--- src/rtl/alu8_pkg.sv ---
package alu8_pkg;
  typedef enum logic [3:0] {
    OP_LOAD = 4'd0,
    OP_ADD  = 4'd1,
    OP_ADC  = 4'd2,
    OP_SUB  = 4'd3,
    OP_INC  = 4'd4,
    OP_DEC  = 4'd5,
    OP_AND  = 4'd6,
    OP_OR   = 4'd7,
    OP_XOR  = 4'd8,
    OP_CMP  = 4'd9,
    OP_CMA  = 4'd10,
    OP_ROLC = 4'd11,
    OP_RORC = 4'd12,
    OP_ROLT = 4'd13,
    OP_RORT = 4'd14,
    OP_PAIR = 4'd15
  } alu_op_e;

  typedef struct packed {
    logic sign;
    logic zero;
    logic half;
    logic par;
    logic cy;
  } flags_t;
endpackage

--- src/rtl/alu8_adder.sv ---
module alu8_adder #(
  parameter int W = 8
) (
  input  logic [W-1:0] a_i,
  input  logic [W-1:0] b_i,
  input  logic         cin_i,
  output logic [W-1:0] sum_o,
  output logic         cout_o,
  output logic         half_o
);
  localparam int H  = W / 2;
  localparam int HU = W - H;

  logic [H:0]  lo_sum;
  logic [HU:0] hi_sum;

  // split at the nibble boundary so the half carry is a real adder output
  assign lo_sum = {1'b0, a_i[H-1:0]} + {1'b0, b_i[H-1:0]} + {{H{1'b0}}, cin_i};
  assign hi_sum = {1'b0, a_i[W-1:H]} + {1'b0, b_i[W-1:H]} + {{HU{1'b0}}, lo_sum[H]};

  assign sum_o  = {hi_sum[HU-1:0], lo_sum[H-1:0]};
  assign cout_o = hi_sum[HU];
  assign half_o = lo_sum[H];
endmodule

--- src/rtl/alu8_logic.sv ---
module alu8_logic
  import alu8_pkg::*;
#(
  parameter int W = 8
) (
  input  alu_op_e      op_i,
  input  logic [W-1:0] a_i,
  input  logic [W-1:0] b_i,
  input  logic         cy_i,
  output logic [W-1:0] res_o,
  output logic         cy_o
);
  always_comb begin
    res_o = a_i;
    cy_o  = cy_i;
    case (op_i)
      OP_AND:  begin res_o = a_i & b_i; cy_o = 1'b0; end
      OP_OR:   begin res_o = a_i | b_i; cy_o = 1'b0; end
      OP_XOR:  begin res_o = a_i ^ b_i; cy_o = 1'b0; end
      OP_CMA:  res_o = ~a_i;
      OP_ROLC: begin res_o = {a_i[W-2:0], a_i[W-1]}; cy_o = a_i[W-1]; end
      OP_RORC: begin res_o = {a_i[0], a_i[W-1:1]};   cy_o = a_i[0];   end
      OP_ROLT: begin res_o = {a_i[W-2:0], cy_i};     cy_o = a_i[W-1]; end
      OP_RORT: begin res_o = {cy_i, a_i[W-1:1]};     cy_o = a_i[0];   end
      default: ;
    endcase
  end
endmodule

--- src/rtl/alu8_flag_eval.sv ---
module alu8_flag_eval #(
  parameter int W = 8
) (
  input  logic [W-1:0] r_i,
  output logic         sign_o,
  output logic         zero_o,
  output logic         par_o
);
  assign sign_o = r_i[W-1];
  assign zero_o = (r_i == '0);
  assign par_o  = ~(^r_i);
endmodule

--- src/rtl/acc_flag_unit.sv ---
module acc_flag_unit
  import alu8_pkg::*;
#(
  parameter int W = 8
) (
  input  logic            clk,
  input  logic            rst_n,
  input  logic [3:0]      op_i,
  input  logic [W-1:0]    operand_i,
  input  logic            we_i,
  input  logic [2*W-1:0]  pair_a_i,
  input  logic [2*W-1:0]  pair_b_i,
  output logic [W-1:0]    acc_o,
  output logic [4:0]      flags_o,
  output logic [2*W-1:0]  pair_sum_o
);
  localparam int PW = 2 * W;

  // reset release synchroniser
  logic [1:0] rst_pipe;
  logic       rst_sync_n;
  always_ff @(posedge clk or negedge rst_n) begin
    if (!rst_n) rst_pipe <= 2'b00;
    else        rst_pipe <= {rst_pipe[0], 1'b1};
  end
  assign rst_sync_n = rst_pipe[1];

  alu_op_e       op;
  logic [W-1:0]  acc_q, acc_n;
  flags_t        flg_q, flg_n;
  logic [PW-1:0] psum_q, psum_n;

  assign op = alu_op_e'(op_i);

  // adder operand selection
  logic [W-1:0] add_b;
  logic         add_cin;
  always_comb begin
    add_b   = operand_i;
    add_cin = 1'b0;
    case (op)
      OP_ADC:         add_cin = flg_q.cy;
      OP_SUB, OP_CMP: begin add_b = ~operand_i; add_cin = 1'b1; end
      OP_INC:         begin add_b = '0;         add_cin = 1'b1; end
      OP_DEC:         add_b = '1;
      default: ;
    endcase
  end

  logic [W-1:0] sum;
  logic         cout, half;
  alu8_adder #(.W(W)) u_adder (
    .a_i(acc_q), .b_i(add_b), .cin_i(add_cin),
    .sum_o(sum), .cout_o(cout), .half_o(half)
  );

  logic [W-1:0] lres;
  logic         lcy;
  alu8_logic #(.W(W)) u_logic (
    .op_i(op), .a_i(acc_q), .b_i(operand_i), .cy_i(flg_q.cy),
    .res_o(lres), .cy_o(lcy)
  );

  logic         is_arith;
  logic [W-1:0] eval_in;
  logic         f_sign, f_zero, f_par;
  assign is_arith = (op == OP_ADD) || (op == OP_ADC) || (op == OP_SUB) ||
                    (op == OP_CMP) || (op == OP_INC) || (op == OP_DEC);
  assign eval_in  = is_arith ? sum : lres;
  alu8_flag_eval #(.W(W)) u_flags (
    .r_i(eval_in), .sign_o(f_sign), .zero_o(f_zero), .par_o(f_par)
  );

  logic [PW:0] pair_full;
  assign pair_full = {1'b0, pair_a_i} + {1'b0, pair_b_i};

  // next state
  always_comb begin
    acc_n  = acc_q;
    flg_n  = flg_q;
    psum_n = psum_q;
    case (op)
      OP_LOAD: acc_n = operand_i;
      OP_ADD, OP_ADC: begin
        acc_n = sum;
        flg_n = '{sign: f_sign, zero: f_zero, half: half, par: f_par, cy: cout};
      end
      OP_SUB: begin
        acc_n = sum;
        flg_n = '{sign: f_sign, zero: f_zero, half: half, par: f_par, cy: ~cout};
      end
      OP_CMP:
        flg_n = '{sign: f_sign, zero: f_zero, half: half, par: f_par, cy: ~cout};
      OP_INC, OP_DEC: begin
        acc_n = sum;
        flg_n = '{sign: f_sign, zero: f_zero, half: half, par: f_par, cy: flg_q.cy};
      end
      OP_AND, OP_OR, OP_XOR: begin
        acc_n = lres;
        flg_n = '{sign: f_sign, zero: f_zero, half: 1'b0, par: f_par, cy: lcy};
      end
      OP_CMA: acc_n = lres;
      OP_ROLC, OP_RORC, OP_ROLT, OP_RORT: begin
        acc_n    = lres;
        flg_n.cy = lcy;
      end
      OP_PAIR: begin
        psum_n   = pair_full[PW-1:0];
        flg_n.cy = pair_full[PW];
      end
      default: ;
    endcase
  end

  // registers
  always_ff @(posedge clk or negedge rst_sync_n) begin
    if (!rst_sync_n) begin
      acc_q  <= '0;
      flg_q  <= '0;
      psum_q <= '0;
    end else if (we_i) begin
      acc_q  <= acc_n;
      flg_q  <= flg_n;
      psum_q <= psum_n;
    end
  end

  assign acc_o      = acc_q;
  assign flags_o    = flg_q;
  assign pair_sum_o = psum_q;

  // assertions
  a_r2_idle_hold: assert property (@(posedge clk) disable iff (!rst_sync_n)
    !we_i |=> $stable(acc_q) && $stable(flg_q) && $stable(psum_q));

  a_r4_cmp_keeps_acc: assert property (@(posedge clk) disable iff (!rst_sync_n)
    (we_i && op == OP_CMP) |=> $stable(acc_q));

  a_r11_cma_keeps_flags: assert property (@(posedge clk) disable iff (!rst_sync_n)
    (we_i && (op == OP_CMA || op == OP_LOAD)) |=> $stable(flg_q));

  a_r12_pair_only_cy: assert property (@(posedge clk) disable iff (!rst_sync_n)
    (we_i && op == OP_PAIR) |=> $stable(acc_q) && $stable(flg_q[4:1]));

  a_r7_keep_cy: assert property (@(posedge clk) disable iff (!rst_sync_n)
    (we_i && (op == OP_INC || op == OP_DEC)) |=> $stable(flg_q.cy));

  a_r9_rolc_copy: assert property (@(posedge clk) disable iff (!rst_sync_n)
    (we_i && op == OP_ROLC) |=> (acc_q[0] == flg_q.cy));

  a_r6_zero_sign: assert property (@(posedge clk) disable iff (!rst_sync_n)
    (we_i && (op == OP_ADD || op == OP_AND || op == OP_XOR)) |=>
      (flg_q.zero == (acc_q == '0)) && (flg_q.sign == acc_q[W-1]));
endmodule

--- config.mk ---
export PLATFORM = sky130hd
export DESIGN_NAME = acc_flag_unit
export DESIGN_NICKNAME = d
export VERILOG_FILES = /design/src/rtl/alu8_pkg.sv /design/src/rtl/alu8_adder.sv /design/src/rtl/alu8_logic.sv /design/src/rtl/alu8_flag_eval.sv /design/src/rtl/acc_flag_unit.sv
export SDC_FILE = /design/constraint.sdc
export NUM_CORES = 1
export LEC_CHECK = 0
export BUFFER_PORTS_ARGS = -buffer_cell sky130_fd_sc_hd__buf_2
export CAP_MARGIN = 25
export CORE_ASPECT_RATIO = 0.75
export CORE_MARGIN = 4
export CORE_UTILIZATION = 45
export CTS_CLUSTER_SIZE = 10
export DETAILED_ROUTE_END_ITERATION = 7
export PLACE_DENSITY = 0.77
export SLEW_MARGIN = 20
export SYNTH_ARGS = -nofsm -noshare
export SYNTH_HDL_FRONTEND = slang
export SYNTH_SLANG_ARGS = --single-unit
--- constraint.sdc ---
create_clock -name clk -period 1.99 [get_ports clk]
set_input_delay 0.199 -clock clk [delete_from_list [all_inputs] [get_ports clk]]
set_output_delay 0.199 -clock clk [all_outputs]
set_load 0.01 [all_outputs]
==> flow_summary.toml <==
[yosys]
synth_seq_cells = 31
async_flop_share = 1.00
synth_edf_count = 0
yosys.cell_types.count = 77
syn_area_per_cell_um2 = 7.96
synth_ff_type = "dfrtp_1"
synth_cells = 504
ys_warn_count = 0
syn-num-nets = 598
syn_area_mm2 = 0.00401
seq_area_frac_synth = 0.193

[worst_setup_path]
max_stage_delay_ns = 0.38
slowest_stage = "dfrtp_1"
critPathLaunch = "flags_o[0]"
worstPathArrival_ns = 4.02
path_cells = "o21ai_2, nor2_1, a21oi_1, nor2_1, nor2_2, fa_2, inv_2, fa_2, a21o_1, a21oi_2, inv_2, fa_2, a21o_1, a21oi_2, xnor2_2, nor2_1, or2_1, ha_4, xnor2_4, xnor2_2, o21ai_1"
end_kind = "flip-flop"
timing.rr.start = "flags_o[0]"
critPathLaunchType = "flip-flop"
crit_type = "flip-flop to flip-flop"
required_ns = 2.15
cp_max_fo = 2

[pwr]
vdd_drop_max_v = 0.000621
p_per_area_mw_per_mm2 = 861
p_leak_nw = 2.83

[timing]
fmax_mhz = 259
finalCriticalPeriod_ns = 3.86
setup_viol = 12
drv_slew = 0
fin_ws_ns = -1.87
final-hold-violation-count = 0
max-slew-margin-rel = 0.489
rsz0062_at_grt = "yes"
clock_skew_ns = 0.00560
fin_crit_sh = 1.94
worstMarginPinSlew_ns = 0.766

[place]
port_buffers = 75
gp_congestion = 0.930
dpl-instance-area_mm2 = 0.00532
dp_slack_ns = -2.19
hpwl_um = 11200
placed_cells = 780

[finish]
antennaDiodeCount = 0
fin_area_mm2 = 0.00580
most-common-layout-cells = "buf_4 (115), buf_2 (73), nand2_1 (49)"
nNetsFinal = 781
area_delta_synth_final_pct = 44.4
nFillCells = 710
multiInputGateArea_mm2 = 0.00321
instances_no_fill = 796
ff_latch_area_um2 = 776
layout_commonest_cell = "buf_4"
drive_gt1_frac = 0.394

[floorplan]
dieArea_mm2 = 0.0105
die_h_um = 89.8
core_mm2 = 0.00856
io_pins = 76
fp.dieW_um = 117
num_rows = 29
start_util = 0.469

[clock_tree]
cts_sinks = 31
cts_tree = "done"
cts_made_buffers = 5
cts_buffer_depth = 2
cts-htree-levels = 2
clkLatencyLatePin_ns = 0.28
clkTransAtPathRegs_ns = 0.05
cts_root_buffer = "clkbuf_16"

[global_routing]
grt_max_degree = 28
grt_pass1_wl_um = 24100
grt_usage = 0.282
overflow = 0
grt_pass1_vias = 4821
antenna_found_initial = 0

[drt]
vias_per_cell = 6.13
vias = 4877
drc_errors = 0
dr.pass1.iters = 5
drt_wl_total_um = 15200
drt_iter0_markers = 470
ant_nets = 0
routedWlPerCell_um = 19.1

[min_path]
hold_path.class = "input port to async pin"

[run]
cap_violations = 0

[status]
failed_checks = "negative setup slack"
status = "finished, violations left"
## registers in the layout, indices dropped and copies added (netlist names)
register / count
rst_pipe: 2
acc_o: 8
pair_sum_o: 16
flags_o: 5
## path summary, 6_finish.rpt
check / cells past startpoint / slack [ns] / to
worst max-delay path: 21 / -1.87 / flags_o[1]
worst min-delay path: 2 / 0.23 / rst_pipe[1]
worst max register to register: 21 / -1.87 / flags_o[1]
worst min register to register: 0 / 0.32 / pair_sum_o[5]
max in group asynchronous: 1 / 1.01 / pair_sum_o[13]
min in group clk: 4 / 0.23 / pair_sum_o[0]
## synthesized netlist by cell type (all sizes together) (10+ instances only)
| library cell | number | area, um^2 |
|---|---|---|
| ha | 42 | 526 |
| dfrtp | 31 | 776 |
| nor2 | 36 | 143 |
| o211ai | 11 | 87.6 |
| inv | 27 | 101 |
| a21oi | 34 | 189 |
| nand2 | 54 | 208 |
| a21o | 13 | 98.9 |
| buf | 18 | 130 |
| nor3b | 10 | 80.1 |
| o21ai | 53 | 284 |
| nand3 | 10 | 50.1 |
| a211oi | 12 | 95.1 |
## worst max-delay path, delay by kind of cell (launching register included)
family / cells / cell delay, ns
adders and majority gates: 4 / 1.27
buffers and inverters: 2 / 0.10
xor gates and xnor gates: 3 / 0.40
AOI/OAI and AO/OA: 7 / 1.04
and+or+nand+nor: 5 / 0.55
DFF: 1 / 0.38
## cell families after synthesis
kind of cell / count (synthesis) / share of synthesized area
DFF: 31 / 0.193
buffers and inverters: 53 / 0.0652
and+or+nand+nor: 167 / 0.218
other: 1 / 0.000935
xor gates and xnor gates: 14 / 0.0352
adders and majority gates: 47 / 0.156
AOI/OAI and AO/OA: 188 / 0.323
muxes: 3 / 0.00873
## routing by layer
layer | track usage | vias to the layer above | part of all wire
li1 | - | 2242 | -
met1 | 0.402 | 2291 | 0.43
met2 | 0.428 | 294 | 0.45
met3 | 0.0604 | 50 | 0.097
met4 | 0.0821 | 0 | 0.027
met5 | 0 | - | 0
## stage by stage
stage / util / TNS (ns) / power [W] / hold WS, ns
detailed placement: 0.621 / -15.71 / 0.00349 / -0.0137
global placement: 0.621 / -13.90 / 0.00339 / -0.0140
CTS: 0.668 / -13.61 / 0.00480 / 0.219
global route: 0.677 / -14.13 / 0.00530 / 0.241
floorplan: - / -13.93 / 0.00234 / -0.0966
finish: 0.677 / -11.97 / 0.00499 / 0.229
## report_power, final
group	internal, W	switching, W
clock network	0.000590	0.000302
registers	0.000801	0.000147
logic	0.00159	0.00156
## area by class of cell
cell class / count / area share
inverter: 27 / 0.0175
sequential: 31 / 0.134
timing repair buffer: 202 / 0.242
clock buffer: 5 / 0.0216
clock inverter: 3 / 0.00756
tap: 108 / 0.0233
multi-input combinational: 420 / 0.554
## repair_timing
| action | 4_1_cts | 5_1_grt |
|---|---|---|
| gates resized for setup | 37 | 36 |
| setup endpoints to repair | 12 | 12 |
| hold buffers | 1 | 0 |
| hold endpoints to repair | 2 | 0 |
| cloned | 0 | 0 |
| buffers inserted | 14 | 6 |
| pin swaps | 25 | 21 |
No activity file was read; power rests on OpenSTA's default activity.
